--- src/rtl/keyed_watchdog.sv ---
module keyed_watchdog #(
  parameter int          ADDR_W  = 12,
  parameter int          DATA_W  = 32,
  parameter logic [31:0] KEY     = 32'h1ACCE551
) (
  input  logic              clk,
  input  logic              rst_n,
  input  logic [ADDR_W-1:0] bus_addr,
  input  logic [DATA_W-1:0] bus_wdata,
  input  logic              bus_we,
  input  logic              bus_re,
  output logic [DATA_W-1:0] bus_rdata,
  output logic              irq,
  output logic              sys_rst
);
  localparam logic [ADDR_W-1:0] OFS_LOAD = ADDR_W'(12'h000);
  localparam logic [ADDR_W-1:0] OFS_CNT  = ADDR_W'(12'h004);
  localparam logic [ADDR_W-1:0] OFS_CTL  = ADDR_W'(12'h008);
  localparam logic [ADDR_W-1:0] OFS_CLR  = ADDR_W'(12'h00C);
  localparam logic [ADDR_W-1:0] OFS_STAT = ADDR_W'(12'h014);
  localparam logic [ADDR_W-1:0] OFS_LOCK = ADDR_W'(12'hC00);

  logic              locked;
  logic [DATA_W-1:0] load_q, cnt;
  logic              ctl_en, ctl_rst, pend;

  wire open_wr  = bus_we && !locked;
  wire wr_load  = open_wr && bus_addr == OFS_LOAD;
  wire wr_ctl   = open_wr && bus_addr == OFS_CTL;
  wire wr_clr   = open_wr && bus_addr == OFS_CLR;
  wire wr_lock  = bus_we && bus_addr == OFS_LOCK;
  wire expire   = ctl_en && cnt == '0 && !wr_load && !wr_clr;

  assign irq = pend && ctl_en;

  always_ff @(posedge clk or negedge rst_n)
    if (!rst_n) locked <= 1'b1;
    else if (wr_lock) locked <= (bus_wdata != DATA_W'(KEY));

  always_ff @(posedge clk or negedge rst_n)
    if (!rst_n) begin
      ctl_en  <= 1'b0;
      ctl_rst <= 1'b0;
    end else if (wr_ctl) begin
      ctl_en  <= bus_wdata[0];
      ctl_rst <= bus_wdata[1];
    end

  always_ff @(posedge clk or negedge rst_n)
    if (!rst_n) load_q <= '0;
    else if (wr_load) load_q <= bus_wdata;

  always_ff @(posedge clk or negedge rst_n)
    if (!rst_n)          cnt <= '0;
    else if (wr_load)    cnt <= bus_wdata;
    else if (wr_clr)     cnt <= load_q;
    else if (expire)     cnt <= load_q;
    else if (ctl_en)     cnt <= cnt - 1'b1;

  always_ff @(posedge clk or negedge rst_n)
    if (!rst_n) begin
      pend    <= 1'b0;
      sys_rst <= 1'b0;
    end else begin
      sys_rst <= expire && pend && ctl_rst;
      if (wr_clr)      pend <= 1'b0;
      else if (expire) pend <= 1'b1;
    end

  always_comb begin
    bus_rdata = '0;
    if (bus_re)
      case (bus_addr)
        OFS_LOAD: bus_rdata = load_q;
        OFS_CNT:  bus_rdata = cnt;
        OFS_CTL:  bus_rdata = {{(DATA_W-2){1'b0}}, ctl_rst, ctl_en};
        OFS_STAT: bus_rdata = {{(DATA_W-1){1'b0}}, pend};
        OFS_LOCK: bus_rdata = {{(DATA_W-1){1'b0}}, locked};
        default:  bus_rdata = '0;
      endcase
  end


  rst_pulse_chk: assert property (@(posedge clk) disable iff (!rst_n)
    sys_rst |=> !sys_rst);

  rst_cause_chk: assert property (@(posedge clk) disable iff (!rst_n)
    sys_rst |-> pend && ctl_rst);

  locked_load_chk: assert property (@(posedge clk) disable iff (!rst_n)
    (locked && bus_we && bus_addr == OFS_LOAD) |=> $stable(load_q));

  hold_chk: assert property (@(posedge clk) disable iff (!rst_n)
    (!ctl_en && !wr_load && !wr_clr) |=> $stable(cnt));

  dec_chk: assert property (@(posedge clk) disable iff (!rst_n)
    (ctl_en && cnt != '0 && !wr_load && !wr_clr) |=> cnt == $past(cnt) - 1'b1);

  clr_chk: assert property (@(posedge clk) disable iff (!rst_n)
    wr_clr |=> !pend && cnt == $past(load_q));
endmodule

--- config.mk ---
export PLATFORM = sky130hd
export DESIGN_NAME = keyed_watchdog
export DESIGN_NICKNAME = d
export VERILOG_FILES = /design/src/rtl/keyed_watchdog.sv
export SDC_FILE = /design/constraint.sdc
export NUM_CORES = 1
export LEC_CHECK = 0
export BUFFER_PORTS_ARGS = -buffer_cell sky130_fd_sc_hd__buf_4
export CAP_MARGIN = 20
export CORE_MARGIN = 5
export CORE_UTILIZATION = 55
export CTS_BUF_LIST = sky130_fd_sc_hd__clkbuf_8
export DETAILED_ROUTE_END_ITERATION = 10
export PLACE_DENSITY = 0.79
export SETUP_SLACK_MARGIN = 0.02
export SYNTH_ARGS = -nofsm -noshare
export SYNTH_HDL_FRONTEND = slang
export SYNTH_SLANG_ARGS = --single-unit
--- constraint.sdc ---
create_clock -name clk -period 3.6 [get_ports clk]
set_clock_uncertainty 0.15 [all_clocks]
set_input_delay 0.72 -clock clk [delete_from_list [all_inputs] [get_ports clk]]
set_output_delay 0.72 -clock clk [all_outputs]
set_load 0.05 [all_outputs]
# Word-level counts from Yosys, hierarchy flattened
# Cells that the tools add are included.
# op_classes
add_sub_neg	1
n_eq_ne	6
mux	8
n_reduce_logical	18
# op_table
op	count
$mux W32	5
$pmux W32 S5	1
$logic_not A32 Y1	1
$ne A32 B29 Y1 const B	1
$sub A32 B1 Y32 const B	1
$eq A12 B4 Y1 const B	2
$eq A12 B12 Y1 const B	1
$eq A12 B3 Y1 const B	1
$eq A12 B5 Y1 const B	1
$logic_not A12 Y1	1
$logic_and A1 B1 Y1	11
$reduce_bool A4 Y1	1
$logic_not A1 Y1	3
$mux W1	2
$reduce_bool A2 Y1	1
# word_totals
regBits	69
in_bits	48
output_inout_bits	34
wordCells	40

# Longest topological paths before layout
# Gate-level depths: netlist of the first run.
# depth
depth_word	9
mapped_depth	9
depth_no_buf	8

# Least setup slack after synthesis of the first run
# OpenSTA, ideal clock, no wires.
# synth_path
path_kind	input -> output
from	in bus_addr[1]
to	out bus_rdata[10]
t_arrival_ns	3.040
required_time_ns	2.730
path_slack_ns	-0.310
path_stages	7
n_path_buf	1
path_cell_list	nor2_1 or4b_1 or4b_1 nor2_1 buf_2 a22oi_1 nor2_1
# synth_via
elab_chain_cells	3
elab_cells_between_ends	7
cone_classes	eq/ne (4); mux (2); reduce/logical (1)
# synth_rtl
element	line	source
start: declaration	8	input logic [ADDR_W-1:0] bus_addr,
$eq A12 B12 Y1, or another cell as far along	73	case (bus_addr)
$pmux W32 S5 *	73	
$mux W32 *	72	if (bus_re)
end: declaration	12	output logic [DATA_W-1:0] bus_rdata,
# Mark *: on every way between the ends. The rest lies on a longest branch, timed or not.

# Final worst setup path of the first run
# layout_path
from	in bus_addr[0]
to	out bus_rdata[7]
# Same word-level chain as after synthesis.

==> results.yml, run 1 <==
power_and_ir_drop:
  ir_drop_mv: 0.216
  power_w: 0.00209
  power_per_cell_area_nw_per_um2: 340
  p_leak_nw: 2.62
worst_hold_path:
  hold_path.class: "in -> async"
timing:
  slew_headroom: 0.391
  finalSetupViolCount: 16
  timing.final.ws_setup_ns: -0.0181
  period_minus_slack_ns: 3.62
  fmax_ghz: 0.276
  hold_violations: 0
  finalSetupTns_ns: -0.108
  tightest_slew_ns: 0.914
  rsz0062_at_grt: "true"
  report.final.slew_viol_count: 0
  hold_ws_ns: 0.344
  period_share: 1.01
routing:
  ant_nets: 0
  routed_via_density: 6.56
  first_iter_violations: 453
  wl_mm: 16.2
  drc_errors: 0
  via_count: 5101
  drt-wirelength-per-cell_microns: 20.9
  firstDrtPassIters: 5
clock_tree:
  cts.clk_slew.worst_paths_ns: 0.08
  cts.sinks: 69
  cts_tree: "done"
  cts_buffers: 9
  hold_buffers: 0
  h-tree-depth: 3
  clk_path_buf_depth: 2
  insertion_delay_ns: 0.36
  root_buffer: "clkbuf_8"
synth:
  syn_avg_cell_area_sq_um: 7.98
  synthFlopType: "dfrtp_1"
  synth_edf_count: 0
  synth.top_cell.area_share: 0.372
  yosysTopAreaCell: "dfrtp_1"
  syn_area_sq_um: 4570
  ys_warn_count: 0
  async_flop_share: 1.00
  ys_seq_area_frac: 0.378
  yosysMostFrequentCell: "nand2_1"
  ys_ff_latch: 69
  ys_types: 59
  synthCells: 573
  synth_common_cells: "nand2_1 (126), nor2_1 (70), dfrtp_1 (68)"
  synthTopCellsByArea: "dfrtp_1 (37%), nand2_1 (10%), nor2_1 (5.7%)"
  synth_nets: 622
die:
  core_sq_um: 8180
  pin_count: 82
  initial_core_util: 0.559
  die_w_microns: 101
  die_h_microns: 101
  die_area_sq_um: 10200
  row_count: 33
placement:
  dp_hpwl_mm: 11.4
  io_buffers: 81
  routabilityCongestion: 0.981
critical_path:
  cp.buffers_inverters: 4
  worst_path_largest_cell_delay_ns: 0.53
  path_cells: "buf_6 -> nor2_4 -> or4b_4 -> or4b_4 -> nor2_4 -> buf_12 -> clkbuf_16 -> a22oi_1 -> nor2_4 -> buf_8"
  crit_family: "simple AND/OR/NAND/NOR gates"
  cp-start-kind: "input pin"
  critPathMostFrequentCell: "nor2_4"
  reg2reg_slack_ns: 0.67
  path_max_fanout: 8
  r2r_end: "cnt[26]$_DFFE_PN0P_"
  r2r_cells: 8
  arrival_ns: 2.75
  criticalPathCategory: "in -> out"
  cp-end-kind: "primary output"
  r2r-start: "cnt[1]$_DFFE_PN0P_"
  slowest_stage: "or4b_4"
  critPathRequiredTime_ns: 2.73
global_routing:
  grt_max_degree: 70
  grt_pass1_vias: 4860
  overflow: 0
  grt_pass1_wl_mm: 25.0
  antenna_found_initial: 0
  grt_usage: 0.311
layout:
  n_antenna_cell: 0
  finalNetCount: 717
  area_growth_pct: 34.5
  drive_above_1_share: 0.290
run_status:
  status: "complete, but fails checks"
  violations: "setup timing"
flow_run:
  cap_viol_max_count: 0
[area by class of cell]
cell class	count	area [sq um]
multi-input combinational	461	2970
fill	613	2030
sequential	69	1730
timing repair buffer	118	1070
clock buffer	10	138
tap	105	131
clock inverter	5	83.8
inverter	9	33.8
[power breakdown]
part | switching [W] | leakage (nW) | internal (W) | total [W]
clock | 0.000328 | 0.105 | 0.000408 | 0.000736
combinational | 0.000206 | 1.64 | 0.000186 | 0.000391
sequential | 0.000121 | 0.870 | 0.000843 | 0.000964
[sequential cells by signal, indices dropped and copies added, names as in the netlist]
| register | cells |
|---|---|
| pend | 1 |
| cnt | 32 |
| load_q | 32 |
| locked | 1 |
| ctl_rst | 1 |
| sys_rst | 1 |
| ctl_en | 1 |
[layout by cell type, fill, tap and decap left out, types with 5 or more instances in the layout]
cell	instances
a21oi_1	20
nor4bb_1	5
buf_4	93
xnor2_1	9
nor4_2	5
a22oi_1	28
nor4_1	11
nand3_1	15
xor2_1	8
and3_1	5
inv_1	9
mux2i_1	10
o22ai_1	8
and4_1	6
nor3_1	10
nand4_1	13
a31oi_1	6
or4_1	8
clkbuf_8	10
o21ai_0	26
nand2_1	126
o31ai_1	5
nor2_1	35
buf_6	12
nor2_4	32
dfrtp_1	68
o211ai_1	6
buf_8	7
[timing repair]
action                     4_1_cts  5_1_grt
resized for setup               11       27
setup endpoints to repair       32       32
pin swaps                        0        4
buffers inserted                 0        2
gates cloned                     0        2
[layer usage]
layer | track usage | part of all wire
met5 | 0 | 0
met4 | 0.107 | 0.034
met3 | 0.0592 | 0.10
met2 | 0.504 | 0.48
met1 | 0.421 | 0.39
[per-stage QoR]
step / util / worst slack (ns) / instances / cell area, sq um
final: 0.752 / -0.0181 / 777 / 6150
after global placement: 0.697 / -0.0604 / 758 / 5700
after global routing: 0.752 / -0.0662 / 777 / 6150
after floorplan: - / -0.0197 / 573 / 4810
after detailed placement: 0.697 / -0.0730 / 758 / 5700
after CTS: 0.729 / 0.00807 / 773 / 5960
[worst max-delay path by stage]
| stage | cells past startpoint | slack (ns) | end | from |
|---|---|---|---|---|
| 2_1_floorplan | 7 | -0.02 | bus_rdata[31] | bus_addr[1] |
| 3_3_place_gp | 9 | -0.06 | bus_rdata[7] | bus_addr[1] |
| 3_5_place_dp | 9 | -0.07 | bus_rdata[12] | bus_addr[1] |
| 4_1_cts | 9 | 0.008 | bus_rdata[20] | bus_addr[1] |
| 5_1_grt | 10 | -0.07 | bus_rdata[21] | bus_addr[0] |
| 6_report | 10 | -0.02 | bus_rdata[7] | bus_addr[0] |
[logic make-up after synthesis]
logic type | Yosys count | synth area share
AOI/OAI and AO/OA | 132 | 0.198
xor gates and xnor gates | 17 | 0.0326
adders and majority gates | 1 | 0.00274
buffers and inverters | 43 | 0.0370
DFF | 69 | 0.378
muxes | 11 | 0.0244
and+or+nand+nor | 300 | 0.327
Note: power is estimated with default switching activity, not from simulation.
==> run 2: changes to the inputs <==
--- a/config.mk
+++ b/config.mk
@@ -9,7 +9,7 @@
 export CAP_MARGIN = 20
 export CORE_MARGIN = 5
 export CORE_UTILIZATION = 55
-export CTS_BUF_LIST = sky130_fd_sc_hd__clkbuf_8
+export CTS_BUF_LIST = sky130_fd_sc_hd__clkbuf_4
 export DETAILED_ROUTE_END_ITERATION = 10
 export PLACE_DENSITY = 0.79
 export SETUP_SLACK_MARGIN = 0.02
==> run 2 against run 1 <==
The run still ends with setup timing left. Combinational power hardly changed. Design area is 0.90% higher. Utilization is 0.67 points higher. Power is 6.5% lower. Die area stayed put. Count of clock-buffer cells in the layout is 1 lower. First-iteration DRC count is 32% higher. Via count is 0.35% higher. Largest cell class unchanged.
==> results.yml, run 2 (synthesis results as in run 1) <==
critical_path:
  path_max_fanout: 8
  slowest_stage: "or4b_4"
  critPathRequiredTime_ns: 2.73
  cp-start-kind: "input pin"
  criticalPathCategory: "in -> out"
  arrival_ns: 2.74
  worst_path_largest_cell_delay_ns: 0.53
  path_cells: "buf_6 -> nor2_4 -> or4b_4 -> or4b_4 -> nor2_4 -> buf_12 -> clkbuf_16 -> a22oi_1 -> nor2_4 -> buf_6"
  cp-end-kind: "primary output"
  critPathMostFrequentCell: "nor2_4"
clock_tree:
  hold_buffers: 0
  cts.clk_slew.worst_paths_ns: 0.13
  insertion_delay_ns: 0.45
  cts_tree: "done"
  clk_path_buf_depth: 2
  cts.sinks: 69
  h-tree-depth: 3
  cts_buffers: 9
  root_buffer: "clkbuf_4"
layout:
  n_antenna_cell: 0
  num-fill-cells: 613
  top_regs: "cnt x32, load_q x32"
  finalNetCount: 717
  area_growth_pct: 35.8
  stdcell_count: 777
  final_cell_mix: "nand2_1 (126), buf_4 (77), dfrtp_1 (68)"
  drive_above_1_share: 0.295
  final_common_cell: "nand2_1"
power_and_ir_drop:
  sw_frac_of_total: 0.332
  p_seq_frac: 0.494
  ir_drop_mv: 0.202
  power_per_cell_area_nw_per_um2: 315
  p_leak_nw: 2.61
  p_sw_w: 0.000649
  p_clk_frac: 0.307
  power_w: 0.00196
  p_int_w: 0.00131
  pwr-share-comb: 0.200
timing:
  period_share: 1.00
  report.final.slew_viol_count: 0
  slew_headroom: 0.371
  period_minus_slack_ns: 3.61
  hold_ws_ns: 0.244
  fmax_ghz: 0.277
  timing.final.ws_setup_ns: -0.0116
  finalSetupViolCount: 4
  hold_violations: 0
  finalSetupTns_ns: -0.0213
  tightest_slew_ns: 0.944
  rsz0062_at_grt: "true"
routing:
  ant_nets: 0
  routed_via_density: 6.59
  via_count: 5119
  drt-wirelength-per-cell_microns: 21.3
  firstDrtPassIters: 7
  drc_errors: 0
  wl_mm: 16.6
  first_iter_violations: 598
global_routing:
  grt_pass1_wl_mm: 24.9
  grt_pass1_vias: 4837
  overflow: 0
  grt_usage: 0.312
  antenna_found_initial: 0
  grt_max_degree: 70
die:
  die_h_microns: 101
  row_count: 33
  core_sq_um: 8180
  die_area_sq_um: 10200
  pin_count: 82
  initial_core_util: 0.559
  die_w_microns: 101
placement:
  pre_cts_ws_ns: -0.0730
  dp.cells: 758
  routabilityCongestion: 0.981
  io_buffers: 81
  dp_hpwl_mm: 11.4
worst_hold_path:
  hold_path.class: "in -> async"
run_status:
  status: "complete, but fails checks"
  violations: "setup timing"
flow_run:
  cap_viol_max_count: 0
[run 2: timing repair]
item                       in CTS  in global routing
pin swaps                       0                  5
setup buffers                   0                  2
gates cloned                    0                  2
setup endpoints to repair      32                 32
resized for setup              11                 58
[run 2: stage by stage]
stage / util / instance area, sq um
floorplan: - / 4810
global placement: 0.697 / 5700
detailed placement: 0.697 / 5700
CTS: 0.721 / 5900
global route: 0.759 / 6200
finish: 0.759 / 6200
[run 2: critical path, delay by kind of cell]
| family | cells | cell delay [ns] |
|---|---|---|
| compound gates | 1 | 0.10 |
| simple gates | 5 | 1.35 |
| buf+inv | 4 | 0.57 |
[run 2: worst paths after layout]
kind,slack (ns),cells past startpoint,from,end
setup / recovery,-0.01,10,bus_addr[0],bus_rdata[15]
hold / removal,0.24,1,rst_n,cnt[31]$_DFFE_PN0P_
setup reg to reg,0.69,8,cnt[0]$_DFFE_PN0P_,cnt[31]$_DFFE_PN0P_
hold reg to reg,0.37,2,load_q[28]$_DFFE_PN0P_,load_q[28]$_DFFE_PN0P_
max in group asynchronous,2.44,1,rst_n,cnt[29]$_DFFE_PN0P_
min in group clk,0.30,2,bus_we,locked$_DFFE_PN1P_
[run 2: cell type report]
class,count,area (sq um),area share
Timing Repair Buffer,118,1170,0.189
Multi-Input combinational cell,461,2990,0.481
Inverter,9,33.8,0.00544
Clock inverter,6,87.6,0.0141
Clock buffer,9,67.6,0.0109
Tap cell,105,131,0.0212
Sequential cell,69,1730,0.278
[run 2: layer usage]
metal,vias up,GRT usage,share of wire
met5,-,0,0
met3,66,0.0461,0.10
met1,2431,0.429,0.39
met2,342,0.504,0.48
li1,2280,-,-
met4,0,0.111,0.031
[run 2: power groups by stage]
stage / Combinational, W / Clock (W) / Sequential [W]
finish: 0.000391 / 0.000600 / 0.000965
global route: 0.000430 / 0.000626 / 0.000974
CTS: 0.000381 / 0.000590 / 0.000955
detailed placement: 0.000377 / 0 / 0.000968
global placement: 0.000362 / 0 / 0.000962
floorplan: 0.000270 / 0 / 0.000918
==> run 3: changes to the inputs <==
==> constraint.sdc (replaced) <==
create_clock -name clk -period 3.6 [get_ports clk]
set_clock_uncertainty 0.15 [all_clocks]
set_input_delay 0.72 -clock clk [delete_from_list [all_inputs] [get_ports clk]]
set_output_delay 0.72 -clock clk [all_outputs]
set_load 0.005 [all_outputs]
==> run 3 against run 2 <==
The flow now finishes without violations. Register-to-register slack got worse by 0.08 ns. Maximum frequency rose by 1.4%. Combinational power fell by 8.7%. Global-route usage fell by 0.72 points. Die area did not move. Design area fell by 8.0%.
==> results.yml, run 3 (synthesis results as in run 1) <==
layout:
  drive_above_1_share: 0.236
  final_cell_mix: "nand2_1 (126), buf_4 (100), dfrtp_1 (68)"
  top_regs: "cnt x32, load_q x32"
  area_growth_pct: 24.9
  num-fill-cells: 677
  final_common_cell: "nand2_1"
  finalNetCount: 711
  n_antenna_cell: 0
global_routing:
  grt_usage: 0.305
  antenna_found_initial: 0
  overflow: 0
  grt_pass1_wl_mm: 24.7
  grt_max_degree: 70
  grt_pass1_vias: 4922
die:
  initial_core_util: 0.559
  core_sq_um: 8180
  die_h_microns: 101
  pin_count: 82
  die_area_sq_um: 10200
  row_count: 33
  die_w_microns: 101
routing:
  met3_length_mm: 1.51
  via_count: 5008
  firstDrtPassIters: 6
  wl_met1_mm: 6.09
  highest_layer: "met4"
  drc_errors: 0
  ant_nets: 0
  drt-wirelength-per-cell_microns: 20.0
  wl_mm: 15.4
  first_iter_violations: 503
  wl_met2_mm: 7.36
  routed_via_density: 6.50
clock_tree:
  cts_buffers: 9
  hold_buffers: 0
  cts_tree: "done"
  insertion_delay_ns: 0.42
  cts.clk_slew.worst_paths_ns: 0.11
  clk_path_buf_depth: 2
  h-tree-depth: 3
  root_buffer: "clkbuf_4"
  cts.sinks: 69
worst_hold_path:
  hold_path.class: "in -> async"
critical_path:
  cp-startpoint: "bus_addr[0]"
  arrival_ns: 2.69
  path_max_fanout: 5
  criticalPathCategory: "in -> out"
  r2r_cells: 9
  r2r-start: "cnt[0]$_DFFE_PN0P_"
  r2r_end: "cnt[26]$_DFFE_PN0P_"
  critPathRequiredTime_ns: 2.73
  reg2reg_slack_ns: 0.61
  cp-start-kind: "input pin"
  cp-end-kind: "primary output"
power_and_ir_drop:
  pwr-share-comb: 0.196
  sw_frac_of_total: 0.329
  p_int_w: 0.00122
  ir_drop_mv: 0.226
  p_leak_nw: 2.53
  power_w: 0.00182
  p_clk_frac: 0.268
  p_sw_w: 0.000598
  power_per_cell_area_nw_per_um2: 319
  p_seq_frac: 0.535
timing:
  finalSetupTns_ns: 0
  hold_ws_ns: 0.273
  hold_violations: 0
  fmax_ghz: 0.281
  finalSetupViolCount: 0
  report.final.slew_viol_count: 0
  period_share: 0.989
  rsz0062_at_grt: "true"
  tightest_slew_ns: 0.913
  slew_headroom: 0.392
  period_minus_slack_ns: 3.56
placement:
  routabilityCongestion: 0.952
  dp_hpwl_mm: 11.2
  io_buffers: 81
run_status:
  status: "finished clean"
flow_run:
  cap_viol_max_count: 0
[run 3: what timing repair did]
action                                  4_1_cts  5_1_grt
endpoints found under the hold margin         0        0
pin swaps                                     0        7
cloned                                        1        1
buffers inserted                              0        3
endpoints found under the setup margin       19       31
resized for setup                             6       19
[run 3: worst max-delay path, stage by stage]
cell     delay, ns
buf_6         0.10
nor2_4        0.09
or4b_4        0.48
or4b_4        0.55
nor2_4        0.14
buf_12        0.14
buf_8         0.14
a22oi_2       0.07
nor2_2        0.13
buf_4         0.12
[run 3: through the flow]
stage	util	instance area (sq um)	instances	setup WS, ns
after global placement	0.664	5430	751	0.0760
after CTS	0.682	5580	767	0.0197
final	0.699	5710	771	0.0393
after global routing	0.699	5710	771	-0.00522
after detailed placement	0.664	5430	751	-0.0762
after floorplan	-	4570	573	0.238
[run 3: power by group through the flow]
stage	clock network [W]	registers, W	logic, W
after floorplan	0	0.000918	0.000269
after global placement	0	0.000976	0.000337
after detailed placement	0	0.000980	0.000349
after CTS	0.000494	0.000965	0.000351
after global routing	0.000528	0.000985	0.000394
final	0.000488	0.000973	0.000357
[run 3: layout make-up]
type	count	area, sq um	area share
Sequential cell	69	1730	0.303
Multi-Input combinational cell	461	2740	0.480
Clock inverter	6	55.1	0.00964
Timing Repair Buffer	112	956	0.167
Inverter	9	33.8	0.00592
Clock buffer	9	67.6	0.0118
Tap cell	105	131	0.0230
[run 3: how the worst max path moves through the flow]
| stage | end | slack [ns] | cells after the start |
|---|---|---|---|
| after global routing | bus_rdata[14] | -0.005 | 10 |
| after detailed placement | bus_rdata[7] | -0.08 | 9 |
| after global placement | bus_rdata[6] | 0.08 | 9 |
| final | bus_rdata[7] | 0.04 | 10 |
| after floorplan | bus_rdata[10] | 0.24 | 7 |
| after CTS | bus_rdata[7] | 0.02 | 9 |
[run 3: routing by layer]
| layer | track usage | vias to the layer above |
|---|---|---|
| met3 | 0.0640 | 49 |
| met1 | 0.396 | 2399 |
| met5 | 0 | - |
| met2 | 0.488 | 304 |
| li1 | - | 2256 |
| met4 | 0.142 | 0 |
